$ cat config.mk
export PLATFORM = sky130hd
export DESIGN_NAME = sb_issue_ctrl
export DESIGN_NICKNAME = d
export VERILOG_FILES = /design/src/rtl/sb_pkg.sv /design/src/rtl/sb_busy_tbl.sv /design/src/rtl/sb_window.sv /design/src/rtl/sb_pick.sv /design/src/rtl/sb_issue_ctrl.sv
export SDC_FILE = /design/constraint.sdc
export NUM_CORES = 1
export LEC_CHECK = 0
export BUFFER_PORTS_ARGS = -buffer_cell sky130_fd_sc_hd__buf_2
export CAP_MARGIN = 20
export CORE_ASPECT_RATIO = 0.8
export CORE_UTILIZATION = 45
export CTS_CLUSTER_SIZE = 8
export DETAILED_ROUTE_END_ITERATION = 10
export GPL_TIMING_DRIVEN = 0
export PLACE_DENSITY = 0.62
export SETUP_SLACK_MARGIN = 0.2
export SLEW_MARGIN = 20
export SYNTH_ARGS = -nofsm -noshare
export SYNTH_HDL_FRONTEND = slang
export SYNTH_SLANG_ARGS = --single-unit
$ cat constraint.sdc
create_clock -name clk -period 10.9 [get_ports clk]
set_input_delay 1.635 -clock clk [delete_from_list [all_inputs] [get_ports clk]]
set_output_delay 1.635 -clock clk [all_outputs]
set_load 0.1 [all_outputs]
$ cat src/rtl/sb_pkg.sv
package sb_pkg;
   localparam int unsigned SB_NREG_DEF  = 32;
   localparam int unsigned SB_DEPTH_DEF = 8;
   localparam int unsigned SB_NUNIT_DEF = 4;

   // index width for a count of n items, never below one bit
   function automatic int unsigned idx_w(input int unsigned n);
      return (n < 2) ? 1 : $clog2(n);
   endfunction
endpackage

$ cat src/rtl/sb_busy_tbl.sv
module sb_busy_tbl
   import sb_pkg::*;
#(
   parameter int unsigned NREG = SB_NREG_DEF,
   localparam int unsigned RW = idx_w(NREG)
) (
   input  logic            clk,
   input  logic            rst_n,
   input  logic            set_en,
   input  logic [RW-1:0]   set_id,
   input  logic            clr_en,
   input  logic [RW-1:0]   clr_id,
   output logic [NREG-1:0] busy
);

   for (genvar g = 0; g < NREG; g++) begin : g_bit
      logic pend_q;
      always_ff @(posedge clk or negedge rst_n) begin
         if (!rst_n)
            pend_q <= 1'b0;
         else if (set_en && set_id == RW'(g))
            pend_q <= 1'b1;
         else if (clr_en && clr_id == RW'(g))
            pend_q <= 1'b0;
      end
      assign busy[g] = pend_q;
   end

endmodule

$ cat src/rtl/sb_window.sv
module sb_window
   import sb_pkg::*;
#(
   parameter int unsigned NREG  = SB_NREG_DEF,
   parameter int unsigned DEPTH = SB_DEPTH_DEF,
   parameter int unsigned NUNIT = SB_NUNIT_DEF,
   localparam int unsigned RW = idx_w(NREG),
   localparam int unsigned IW = idx_w(DEPTH),
   localparam int unsigned UW = idx_w(NUNIT),
   localparam int unsigned AW = IW
) (
   input  logic                clk,
   input  logic                rst_n,
   input  logic                alloc_en,
   input  logic [RW-1:0]       a_src0,
   input  logic [RW-1:0]       a_src1,
   input  logic [RW-1:0]       a_dst,
   input  logic [UW-1:0]       a_unit,
   input  logic                a_rdy0,
   input  logic                a_rdy1,
   input  logic                wb_en,
   input  logic [RW-1:0]       wb_id,
   input  logic                take_en,
   input  logic [IW-1:0]       take_idx,
   output logic [DEPTH-1:0]    ent_ready,
   output logic [DEPTH*AW-1:0] ent_age,
   output logic [IW:0]         occ,
   output logic                full,
   output logic                war_hit,
   output logic [RW-1:0]       o_src0,
   output logic [RW-1:0]       o_src1,
   output logic [RW-1:0]       o_dst,
   output logic [UW-1:0]       o_unit
);

   localparam logic [IW:0] DEPTH_V = (IW+1)'(DEPTH);

   logic [DEPTH-1:0] vld_q, r0_q, r1_q;
   logic [RW-1:0]    s0_q  [DEPTH];
   logic [RW-1:0]    s1_q  [DEPTH];
   logic [RW-1:0]    d_q   [DEPTH];
   logic [UW-1:0]    u_q   [DEPTH];
   logic [AW-1:0]    age_q [DEPTH];
   logic [IW:0]      occ_q;
   logic [IW-1:0]    free_idx;
   logic [AW-1:0]    take_age;
   logic [AW-1:0]    new_age;

   always_comb begin
      free_idx = '0;
      for (int i = DEPTH - 1; i >= 0; i--)
         if (!vld_q[i]) free_idx = IW'(i);
   end

   assign take_age = age_q[take_idx];
   assign new_age  = AW'(occ_q - {{IW{1'b0}}, take_en});

   always_ff @(posedge clk or negedge rst_n) begin
      if (!rst_n) begin
         vld_q <= '0;
         r0_q  <= '0;
         r1_q  <= '0;
         occ_q <= '0;
         for (int i = 0; i < DEPTH; i++) begin
            s0_q[i]  <= '0;
            s1_q[i]  <= '0;
            d_q[i]   <= '0;
            u_q[i]   <= '0;
            age_q[i] <= '0;
         end
      end else begin
         occ_q <= occ_q + (IW+1)'(alloc_en) - (IW+1)'(take_en);
         for (int i = 0; i < DEPTH; i++) begin
            if (take_en && take_idx == IW'(i)) begin
               vld_q[i] <= 1'b0;
            end else if (vld_q[i]) begin
               if (take_en && age_q[i] > take_age)
                  age_q[i] <= age_q[i] - 1'b1;
               if (wb_en && s0_q[i] == wb_id) r0_q[i] <= 1'b1;
               if (wb_en && s1_q[i] == wb_id) r1_q[i] <= 1'b1;
            end
            if (alloc_en && free_idx == IW'(i)) begin
               vld_q[i] <= 1'b1;
               s0_q[i]  <= a_src0;
               s1_q[i]  <= a_src1;
               d_q[i]   <= a_dst;
               u_q[i]   <= a_unit;
               r0_q[i]  <= a_rdy0;
               r1_q[i]  <= a_rdy1;
               age_q[i] <= new_age;
            end
         end
      end
   end

   assign ent_ready = vld_q & r0_q & r1_q;
   for (genvar g = 0; g < DEPTH; g++) begin : g_age
      assign ent_age[g*AW +: AW] = age_q[g];
   end

   always_comb begin
      war_hit = 1'b0;
      for (int i = 0; i < DEPTH; i++)
         if (vld_q[i] && ((r0_q[i] && s0_q[i] == wb_id) ||
                          (r1_q[i] && s1_q[i] == wb_id)))
            war_hit = 1'b1;
   end

   assign occ    = occ_q;
   assign full   = (occ_q == DEPTH_V);
   assign o_src0 = s0_q[take_idx];
   assign o_src1 = s1_q[take_idx];
   assign o_dst  = d_q[take_idx];
   assign o_unit = u_q[take_idx];

endmodule

$ cat src/rtl/sb_pick.sv
module sb_pick
   import sb_pkg::*;
#(
   parameter int unsigned DEPTH        = SB_DEPTH_DEF,
   parameter int unsigned AW           = 3,
   parameter bit          OLDEST_FIRST = 1'b1,
   localparam int unsigned IW = idx_w(DEPTH)
) (
   input  logic [DEPTH-1:0]    req,
   input  logic [DEPTH*AW-1:0] age,
   output logic [DEPTH-1:0]    gnt,
   output logic [IW-1:0]       idx,
   output logic                any
);

   if (OLDEST_FIRST) begin : g_oldest
      always_comb begin
         for (int i = 0; i < DEPTH; i++) begin
            gnt[i] = req[i];
            for (int j = 0; j < DEPTH; j++)
               if (j != i && req[j] && age[j*AW +: AW] < age[i*AW +: AW])
                  gnt[i] = 1'b0;
         end
      end
   end else begin : g_lowest
      always_comb begin
         logic seen;
         seen = 1'b0;
         for (int i = 0; i < DEPTH; i++) begin
            gnt[i] = req[i] && !seen;
            if (req[i]) seen = 1'b1;
         end
      end
   end

   always_comb begin
      idx = '0;
      for (int i = 0; i < DEPTH; i++)
         if (gnt[i]) idx = idx | IW'(i);
   end

   assign any = |req;

endmodule

$ cat src/rtl/sb_issue_ctrl.sv
module sb_issue_ctrl
   import sb_pkg::*;
#(
   parameter int unsigned NREG         = SB_NREG_DEF,
   parameter int unsigned DEPTH        = SB_DEPTH_DEF,
   parameter int unsigned NUNIT        = SB_NUNIT_DEF,
   parameter bit          OLDEST_FIRST = 1'b1,
   localparam int unsigned RW = idx_w(NREG),
   localparam int unsigned IW = idx_w(DEPTH),
   localparam int unsigned UW = idx_w(NUNIT),
   localparam int unsigned AW = IW
) (
   input  logic             clk,
   input  logic             rst_n,
   input  logic             iss_valid,
   input  logic [RW-1:0]    iss_src0,
   input  logic [RW-1:0]    iss_src1,
   input  logic [RW-1:0]    iss_dst,
   input  logic [UW-1:0]    iss_unit,
   input  logic [NUNIT-1:0] unit_avail,
   output logic             iss_stall,
   output logic             dsp_valid,
   output logic [RW-1:0]    dsp_src0,
   output logic [RW-1:0]    dsp_src1,
   output logic [RW-1:0]    dsp_dst,
   output logic [UW-1:0]    dsp_unit,
   input  logic             wb_req,
   input  logic [RW-1:0]    wb_dst,
   output logic             wb_grant
);

   if (DEPTH < 2 || (DEPTH & (DEPTH - 1)) != 0) begin : g_bad_depth
      $error("sb_issue_ctrl: DEPTH must be a power of two, at least 2");
   end
   if (NREG < 2 || (NREG & (NREG - 1)) != 0) begin : g_bad_nreg
      $error("sb_issue_ctrl: NREG must be a power of two, at least 2");
   end
   if (NUNIT < 2 || (NUNIT & (NUNIT - 1)) != 0) begin : g_bad_nunit
      $error("sb_issue_ctrl: NUNIT must be a power of two, at least 2");
   end

   logic [NREG-1:0]     busy_q;
   logic [DEPTH-1:0]    ent_ready;
   logic [DEPTH*AW-1:0] ent_age;
   logic [DEPTH-1:0]    pick_gnt;
   logic [IW-1:0]       pick_idx;
   logic [IW:0]         occ;
   logic                full;
   logic                war_hit;
   logic                accept;
   logic                rdy0, rdy1;

   // write-after-write and structural checks at issue
   assign iss_stall = busy_q[iss_dst] | ~unit_avail[iss_unit] | full;
   assign accept    = iss_valid & ~iss_stall;

   // write-after-read check at writeback
   assign wb_grant  = wb_req & ~war_hit;

   assign rdy0 = ~busy_q[iss_src0] | (wb_grant && wb_dst == iss_src0);
   assign rdy1 = ~busy_q[iss_src1] | (wb_grant && wb_dst == iss_src1);

   sb_busy_tbl #(.NREG(NREG)) u_busy (
      .clk    (clk),
      .rst_n  (rst_n),
      .set_en (accept),
      .set_id (iss_dst),
      .clr_en (wb_grant),
      .clr_id (wb_dst),
      .busy   (busy_q)
   );

   sb_window #(.NREG(NREG), .DEPTH(DEPTH), .NUNIT(NUNIT)) u_win (
      .clk       (clk),
      .rst_n     (rst_n),
      .alloc_en  (accept),
      .a_src0    (iss_src0),
      .a_src1    (iss_src1),
      .a_dst     (iss_dst),
      .a_unit    (iss_unit),
      .a_rdy0    (rdy0),
      .a_rdy1    (rdy1),
      .wb_en     (wb_grant),
      .wb_id     (wb_dst),
      .take_en   (dsp_valid),
      .take_idx  (pick_idx),
      .ent_ready (ent_ready),
      .ent_age   (ent_age),
      .occ       (occ),
      .full      (full),
      .war_hit   (war_hit),
      .o_src0    (dsp_src0),
      .o_src1    (dsp_src1),
      .o_dst     (dsp_dst),
      .o_unit    (dsp_unit)
   );

   sb_pick #(.DEPTH(DEPTH), .AW(AW), .OLDEST_FIRST(OLDEST_FIRST)) u_pick (
      .req (ent_ready),
      .age (ent_age),
      .gnt (pick_gnt),
      .idx (pick_idx),
      .any (dsp_valid)
   );

endmodule

Word-level counts from Yosys, hierarchy flattened:

Cells that the tools add are included.

* register bits after elaboration: 220
* latch bits: 0
* RAM bits: 0
* memory bits (read-only): 0
* input bits: 30
* logic and storage cells: 846
* memories kept: 0

* add/subtract/negate cells: 11
* multipliers: 0
* divide/modulo/power cells: 0
* $lt $le $gt $ge: 62
* eq/ne operators: 103
* shift operators: 0
* muxes and demuxes: 271
* bitwise gates (word level): 14
* reduce and logical (&&, ||, !) cells: 288

Operators by type and width (number)
* 2-to-1 mux 1 bit: 206
* logical AND 1 bit: 179
* equality test 5 bit (second input constant): 32
* less-than comparator 3 bit: 49
* nonzero test 2 bit: 72
* 2-to-1 mux 3 bit: 46
* equality test 5 bit: 18
* equality test 5 x 4 -> 1 bit (second input constant): 16
* AND reduction 3 bit: 24
* binary-select mux 5 bit (select 3 bit): 3
* equality test 5 x 3 -> 1 bit (second input constant): 8
* 2-to-1 mux 5 bit: 6
* equality test 3 bit (second input constant): 8
* greater-than comparator 3 bit: 8
* subtractor 3 x 1 -> 3 bit (second input constant): 8
* equality test 5 x 2 -> 1 bit (second input constant): 4
* less-than comparator 5 x 6 -> 1 bit (second input constant): 3
* bitwise AND 8 bit: 2
* != test 2 bit (second input constant): 8
* binary-select mux 1 bit (select 5 bit): 3
* equality test 3 x 2 -> 1 bit (second input constant): 4
* equality test 5 x 1 -> 1 bit (second input constant): 2
* logical NOT 5 bit: 2
* binary-select mux 3 bit (select 3 bit): 1
* 17 further kinds: 37

Longest topological paths before layout:

Gate-level depths: netlist of run 1.

* word-level depth: 27
* mapped depth: 20

Modules after synthesis:

A second synthesis of run 1 with hierarchy kept.

* cells, all modules: 1518
* area, all modules: 15588.7 um^2

By module, submodules not included
* sb_window: times used 1, cells an instance 949, area an instance 10714.0 um^2
* sb_pick: times used 1, cells an instance 300, area an instance 2248.4 um^2
* sb_busy_tbl: times used 1, cells an instance 161, area an instance 1572.8 um^2
* sb_issue_ctrl: times used 1, cells an instance 108, area an instance 1053.5 um^2

Worst setup path before layout of run 1:

OpenSTA, ideal clock, no wires.

* path type: register -> output
* start point: register u_win.age_q, in the netlist u_win.ent_age[17]
* end point: output port dsp_dst[4]
* data arrival time: 4.717 ns
* data required time: 9.265 ns
* setup slack: 4.548 ns
* cell stages (with the launch flop): 12
* path buffers: 1
* cell sequence: dfrtp_1 > inv_1 > ha_1 > nor2b_1 > a221oi_1 > a22oi_1 > and4_1 > nor4_4 > clkbuf_1 > mux2_2 > o21ai_0 > o21ai_0

* cells in the longest elaborated chain, start to end: 16
* elaborated cells on any way between the ends: 60
* classes of those cells: order compare: 13; mux: 33; bitwise: 1; reduce/logical: 13

Ends and longest elaborated chain
* start: declaration: RTL line sb_window.sv:43 `logic [AW-1:0] age_q [DEPTH];`
* start signal: indexed assignment: RTL line sb_window.sv:78 `age_q[i] <= age_q[i] - 1'b1;`
* start signal: indexed assignment: RTL line sb_window.sv:90 `age_q[i] <= new_age;`
* less-than comparator 3 bit: RTL line sb_pick.sv:21 `if (j != i && req[j] && age[j*AW +: AW] < age[i*AW +: AW])`
* logical AND 1 bit: RTL line sb_pick.sv:21
* 2-to-1 mux 1 bit (3 in a row): RTL line sb_pick.sv:21
* 2-to-1 mux 1 bit, on equally long branches: RTL line sb_pick.sv:39, sb_pick.sv:21
* 2-to-1 mux 2 bit or 2-to-1 mux 1 bit (tied branches) (2 in a row): RTL line sb_pick.sv:39, sb_pick.sv:21
* 2-to-1 mux 3 bit or 2-to-1 mux 1 bit (tied branches): RTL line sb_pick.sv:39, sb_pick.sv:21
* 2-to-1 mux 3 bit (2 in a row): RTL line sb_pick.sv:39 `if (gnt[i]) idx = idx | IW'(i);`
* 2-to-1 mux 3 bit (*): RTL line sb_pick.sv:39
* NOT 3 -> 4 bit (implied by the code) (*): RTL line sb_window.sv:113 `assign o_dst = d_q[take_idx];`
* binary-select mux 5 bit (select 3 bit) (*): RTL line sb_window.sv:113
* 2-to-1 mux 5 bit (implied by the code) (*) (2 in a row): RTL line sb_window.sv:113
* end: declaration: RTL line sb_issue_ctrl.sv:25 `output logic [RW-1:0] dsp_dst,`

Every way passes the cells marked *; elsewhere a longest branch is shown, timed or not. The select of a mux whose other input is x is not followed.

Final worst setup path of run 1:

* start point: register u_win.age_q, in the netlist u_win.ent_age[17]
* end point: output port dsp_src0[4]

* cells in the longest elaborated chain, start to end: 16
* elaborated cells on any way between the ends: 60
* classes of those cells: order compare: 13; mux: 33; bitwise: 1; reduce/logical: 13

Ends and longest elaborated chain
* less-than comparator 3 bit: RTL line sb_pick.sv:21
* logical AND 1 bit: RTL line sb_pick.sv:21
* 2-to-1 mux 1 bit (3 in a row): RTL line sb_pick.sv:21
* 2-to-1 mux 1 bit, on equally long branches: RTL line sb_pick.sv:39, sb_pick.sv:21
* 2-to-1 mux 2 bit or 2-to-1 mux 1 bit (tied branches) (2 in a row): RTL line sb_pick.sv:39, sb_pick.sv:21
* 2-to-1 mux 3 bit or 2-to-1 mux 1 bit (tied branches): RTL line sb_pick.sv:39, sb_pick.sv:21
* 2-to-1 mux 3 bit (2 in a row): RTL line sb_pick.sv:39
* 2-to-1 mux 3 bit (*): RTL line sb_pick.sv:39
* NOT 3 -> 4 bit (implied by the code) (*): RTL line sb_window.sv:111 `assign o_src0 = s0_q[take_idx];`
* binary-select mux 5 bit (select 3 bit) (*): RTL line sb_window.sv:111
* 2-to-1 mux 5 bit (implied by the code) (*) (2 in a row): RTL line sb_window.sv:111
* end: declaration: RTL line sb_issue_ctrl.sv:23 `output logic [RW-1:0] dsp_src0,`

Marked as above.

==> run_results.csv, run 1 <==
group,metric,value,unit
min_path,hp-class,"register to register",
worst_setup_path,timing.rr.end,"u_win.ent_age[10]",
routing,ant_nets,0,
sta,fmax,126,MHz
min_path,worstHoldPathCells,2,
cells_and_area,stdcell_count,1971,
place,hpwl,36.9,mm
routing,drtIter0Drc,1435,
sta,max-slew-margin-rel,0.249,
sta,setup_viol,0,
worst_setup_path,worst_path_most_repeated_cell,"a22oi_1",
floorplanning,placementRows,59,
sta,setup_ws,2.99,ns
clocking,ctsResizeCount,0,
synth,synth.net_count,1614,
grt,globalRouteOverflowTotal,0,
sta,tightest_slew,1.11,ns
routing,num_vias,12837,
min_path,whs_endpoint,"u_win.u_q[0]",
synth,synthTopCellsByArea,"dfrtp_1 (37%), mux2_2 (9.2%), ha_1 (9.0%), mux4_2 (4.7%), o21ai_0 (3.2%)",
routing,wire_per_inst,25.7,um
routing,drc_errors,0,
clocking,cts.sinks,220,
worst_setup_path,crit_family,"buffers and inverters",
worst_setup_path,reg2reg_depth,18,
routing,wl,50.7,mm
floorplanning,die_area,0.0339,mm^2
clocking,clockBufferDepth,3,
cells_and_area,area_delta_synth_final,10.7,%
grt,grtUsageTotal,0.305,
place,io_buffers,32,
worst_setup_path,crit_arrival,6.28,ns
floorplanning,die_y,165,um
worst_setup_path,crit_type,"register to primary output",
place,gp_congestion,0.955,
cells_and_area,nets,1682,
worst_setup_path,slowest_stage,"nor3_1",
clocking,numCtsBuffers,31,
synth,avgSynthCellArea,10.1,um^2
place,dp_slack,3.61,ns
min_path,min_from,"u_win.u_q[0]",
sta,rsz0062_at_grt,"no",
clocking,htreeDepth,1,
worst_setup_path,r2r_start,"u_win.ent_age[17]",
synth,yosys_warnings,0,
sta,hold_viol,0,
floorplanning,floorplan.initialDensity,0.458,
worst_setup_path,worstPathCellList,"inv_1, ha_1, nor2b_1, a221oi_1, a22oi_1, nand4_1, nand2_1, nor3_1, clkbuf_1, buf_1, a22oi_1, a31oi_1, buf_2",
floorplanning,io_pins,50,
cells_and_area,antenna_cells,0,
run,drv_cap,0,
floorplanning,coreArea,0.0326,mm^2
worst_setup_path,worst_ep_required_time,9.27,ns
grt,grt_pass1_wl,76.9,mm
synth,ys.flop_type,"dfrtp_1",
floorplanning,die_w,206,um
worst_setup_path,critical_path.max_stage_delay,0.92,ns
worst_setup_path,critPathMaxFanout,10,
routing,dr.pass1.iters,5,
sta,timing.final.crit_share,0.726,
place,dp.cells,1938,
synth,synth_top_cell_area_share,0.368,
synth,ys_async_sr_fraction,1.00,
sta,skew,0.0142,ns
clocking,cts_setup_buffers,0,
grt,antenna_found_initial,0,
cells_and_area,final_layout_size_suffix_gt1_frac,0.170,
clocking,clock-root-buffer,"clkbuf_16",
sta,min_period,7.91,ns
worst_setup_path,endpoint_kind,"primary output",
sta,final.setup.tns,0,ns
worst_setup_path,critPathBufInv,4,
worst_setup_path,rrSetupSlack,3.64,ns
synth,synthCells,1476,
synth,ys_seq_elements,220,
clocking,cts_tree,"built",
clocking,cts_hold_buf,0,
synth,netlist_area,0.0149,mm^2
synth,yosysUniqueCellTypes,79,
synth,synth-edff-count,0,
synth,ys_seq_area_frac,0.368,
grt,grt_max_degree,84,
sta,slew_viol_final,0,
synth,yosysTopAreaCell,"dfrtp_1",
clocking,clk_latency,0.58,ns
grt,grt_pass1_vias,12434,
clocking,clk_pin_slew,0.05,ns
run_status,run_status,"completed",
routing,avgViaCountPerCell,6.51,
worst_setup_path,start_kind,"register",
[cell usage in the layout, fill, tap and decap left out, drive strengths merged, types with 27 or more instances in the layout]
| cell | Yosys | final |
|---|---|---|
| o21ai | 99 | 99 |
| clkbuf | 58 | 89 |
| ha | 107 | 107 |
| a22o | 27 | 27 |
| xor2 | 43 | 43 |
| a31oi | 44 | 44 |
| mux4 | 31 | 31 |
| buf | 31 | 66 |
| dfrtp | 220 | 220 |
| mux2 | 122 | 122 |
| xnor2 | 53 | 53 |
| nor3 | 41 | 41 |
| a21oi | 43 | 43 |
| a22oi | 37 | 37 |
| inv | 61 | 62 |
| nand3 | 69 | 69 |
| nand2 | 115 | 115 |
| nor2 | 39 | 39 |
[logic make-up after synthesis]
group | after synthesis | share of synthesized area
buffers and inverters | 150 | 0.0398
AOI/OAI and AO/OA | 368 | 0.170
DFF | 220 | 0.368
adders and majority gates | 108 | 0.0909
muxes | 169 | 0.149
xor gates and xnor gates | 96 | 0.0563
and+or+nand+nor | 365 | 0.125
[synth_stat cells, types with 12 or more instances]
cell type / number
xnor2_1: 53
a211oi_1: 12
xor2_1: 43
o21ai_0: 96
nor3_1: 41
mux2_2: 122
a21oi_1: 42
a31oi_1: 44
ha_1: 107
a22oi_1: 36
mux2i_1: 16
nand2_1: 114
o211ai_1: 14
mux4_2: 31
nor2_1: 38
and3_1: 15
dfrtp_1: 220
or3_1: 15
a22o_1: 27
nand3b_1: 17
clkbuf_1: 58
buf_1: 14
buf_2: 14
nand3_1: 67
inv_1: 60
[sequential cells by signal, summed over array words and instances, names as in the netlist]
signal,count
u_win.u_q,16
u_win.r0_q,8
u_win.s0_q,40
u_win.vld_q,8
u_win.r1_q,8
u_win.ent_age,24
u_win.occ,4
u_win.d_q,40
u_busy.g_bit.pend_q,32
u_win.s1_q,40
[metal layers]
metal / GRT usage / vias up / wire (um)
met2: 0.445 / 641 / 21400
li1: - / 5651 / -
met1: 0.438 / 6452 / 22800
met5: 0.0164 / - / 77
met4: 0.0855 / 2 / 1340
met3: 0.0835 / 91 / 5130
[stage by stage]
step / utilization / instance area (um^2) / hold WS (ns)
after floorplan: - / 14900 / 0.446
after global placement: 0.479 / 15600 / 0.461
after detailed placement: 0.482 / 15700 / 0.464
after CTS: 0.507 / 16500 / 0.476
after global routing: 0.507 / 16500 / 0.506
final: 0.507 / 16500 / 0.480
[layout make-up]
cell class,count,area [um^2]
Multi-Input combinational cell,1106,8850
Buffer,89,367
Clock inverter,2,50.0
Sequential cell,220,5510
Timing Repair Buffer,35,233
Tap cell,427,534
Inverter,61,229
Clock buffer,31,776
Fill cell,2982,16100
[how the worst max path moves through the flow]
stage | start | to | slack (ns) | depth (start not counted)
after global routing | u_win.ent_age[17] | dsp_src0[1] | 2.67 | 13
after detailed placement | u_win.ent_age[17] | u_win.ent_age[10] | 3.61 | 18
after CTS | u_win.ent_age[17] | dsp_src0[4] | 3.15 | 13
final | u_win.ent_age[17] | dsp_src0[4] | 2.99 | 13
after floorplan | u_win.ent_age[17] | dsp_dst[4] | 4.55 | 11
after global placement | u_win.ent_age[17] | u_win.ent_age[10] | 3.61 | 18
[worst reg2reg max path, delay by kind of cell, from the launching register on]
kind,cells,cell delay [ns]
compound gates,6,1.39
fa+ha+maj,2,0.77
buf+inv,3,1.56
flops,1,0.55
mux,1,0.70
simple gates,6,2.19
Power of run 1 is not shown: default switching activity piles up to over one toggle a cycle in this logic, so the estimate is an artifact.
==> run 2: changes to the inputs <==
==> constraint.sdc (replaced) <==
create_clock -name clk -period 7.9 [get_ports clk]
set_input_delay 1.185 -clock clk [delete_from_list [all_inputs] [get_ports clk]]
set_output_delay 1.185 -clock clk [all_outputs]
set_load 0.1 [all_outputs]
==> run 2 against run 1 <==
Net effect: clock skew is 0.0024 ns lower; via count is 0.16% lower; critical endpoint is now dsp_src0[1]; count of clock-buffer cells in the layout stayed put; wire length hardly changed; final area hardly changed; sequential cell count stayed put; sequential share of layout area hardly changed; worst setup slack worse by 2.4 ns; non-clock buffer count stayed put; final cell count stayed put.
==> run_results.csv, run 2 (same netlist as run 1, synthesis figures left out) <==
group,metric,value,unit
run,drv_cap,0,
grt,antenna_found_initial,0,
sta,slew_viol_final,0,
clocking,cts_tree,"built",
worst_setup_path,endpoint_kind,"primary output",
cells_and_area,final_common_cell,"dfrtp_1",
routing,drc_errors,0,
routing,drtIter0Drc,1432,
place,hpwl,36.9,mm
routing,wl,50.6,mm
worst_setup_path,slowest_stage,"clkbuf_1",
worst_setup_path,crit_cells,13,
routing,num_vias,12817,
worst_setup_path,critical_path.max_stage_delay,0.79,ns
floorplanning,die_w,206,um
grt,grtUsageTotal,0.305,
sta,min_period,7.33,ns
floorplanning,floorplan.initialDensity,0.458,
worst_setup_path,worst_ep_required_time,6.71,ns
clocking,cts_hold_buf,0,
floorplanning,placementRows,59,
place,io_buffers,32,
sta,timing.final.crit_share,0.928,
run_status,run_status,"completed",
clocking,clk_latency,0.59,ns
cells_and_area,antenna_cells,0,
sta,final.setup.tns,0,ns
cells_and_area,largestRegisters,"u_win.d_q: 40 flops, u_win.s0_q: 40 flops, u_win.s1_q: 40 flops",
clocking,numCtsBuffers,31,
routing,ant_nets,0,
sta,tightest_slew,1.12,ns
sta,rsz0062_at_grt,"no",
cells_and_area,final_layout_size_suffix_gt1_frac,0.171,
sta,max-slew-margin-rel,0.241,
worst_setup_path,critPathBufInv,4,
grt,grt_max_degree,84,
sta,fmax,136,MHz
worst_setup_path,start_kind,"register",
grt,grt_pass1_wl,76.9,mm
floorplanning,coreArea,0.0326,mm^2
worst_setup_path,critPathMaxFanout,10,
sta,setup_viol,0,
worst_setup_path,crit_family,"buffers and inverters",
min_path,hp-class,"register to register",
place,gp_congestion,0.955,
routing,dr.pass1.iters,5,
grt,grt_pass1_vias,12434,
clocking,clk_pin_slew,0.05,ns
worst_setup_path,crit_type,"register to primary output",
cells_and_area,nets,1682,
min_path,worstHoldPathCells,2,
worst_setup_path,worstPathCellList,"inv_1, ha_1, nor2b_1, a221oi_1, a22oi_1, nand4_1, nand2_1, nor3_1, clkbuf_1, clkbuf_1, a22oi_1, a31oi_1, buf_2",
clocking,clockBufferDepth,3,
floorplanning,die_y,165,um
worst_setup_path,crit_arrival,6.15,ns
cells_and_area,final_cell_mix,"dfrtp_1 (220), mux2_2 (122), nand2_1 (114)",
clocking,cts.sinks,220,
clocking,htreeDepth,1,
routing,avgViaCountPerCell,6.50,
grt,globalRouteOverflowTotal,0,
sta,hold_viol,0,
routing,wire_per_inst,25.7,um
cells_and_area,area_delta_synth_final,10.7,%
floorplanning,io_pins,50,
worst_setup_path,reg2reg_depth,18,
sta,skew,0.0118,ns
floorplanning,die_area,0.0339,mm^2
cells_and_area,postLayoutCoreUtil,0.507,
clocking,clock-root-buffer,"clkbuf_16",
==> run 2: per-layer routing <==
| metal | up-vias | wire [um] | global-route usage |
|---|---|---|---|
| li1 | 5651 | - | - |
| met1 | 6443 | 22700 | 0.438 |
| met2 | 636 | 21400 | 0.445 |
| met3 | 85 | 5170 | 0.0835 |
| met4 | 2 | 1300 | 0.0855 |
| met5 | - | 77 | 0.0164 |
==> run 2: repair_timing <==
item	CTS	global route
hold endpoints to repair	0	0
endpoints found under the setup margin	0	2
gates resized for setup	0	1
setup buffers	0	0
==> run 2: path summary, 6_finish.rpt <==
kind,startpoint,end,slack (ns)
worst min register to register,u_win.u_q[0],u_win.u_q[0],0.48
min in group asynchronous,rst_n,u_busy.g_bit[30].pend_q,0.58
worst min-delay path,u_win.u_q[0],u_win.u_q[0],0.48
max in group asynchronous,rst_n,u_win.d_q[39],6.12
worst max-delay path,u_win.ent_age[17],dsp_src0[1],0.57
worst max register to register,u_win.ent_age[17],u_win.ent_age[10],0.65
==> run 2: final cells by class <==
type,count,area [um^2]
inverter,61,229
clock inverter,2,50.0
timing repair buffer,35,233
fill,2981,16100
buffer,89,367
clock buffer,31,776
multi-input combinational,1106,8860
sequential,220,5510
tap,427,534
==> run 2: tightest hold or removal path, stage by stage (launching register included) <==
cell and delay (ns):
dfrtp_1 0.34, nand2_1 0.05, nand2_1 0.06
==> run 2: per-stage QoR <==
stage | cell area [um^2] | setup slack, ns | hold slack, ns | instances
floorplan | 14900 | 2.00 | 0.446 | 1476
global placement | 15600 | 0.615 | 0.461 | 1935
detailed placement | 15700 | 0.612 | 0.464 | 1938
CTS | 16500 | 0.593 | 0.476 | 1971
global route | 16600 | 0.405 | 0.506 | 1971
finish | 16600 | 0.569 | 0.480 | 1971
Power of run 2 is left out for the same reason.
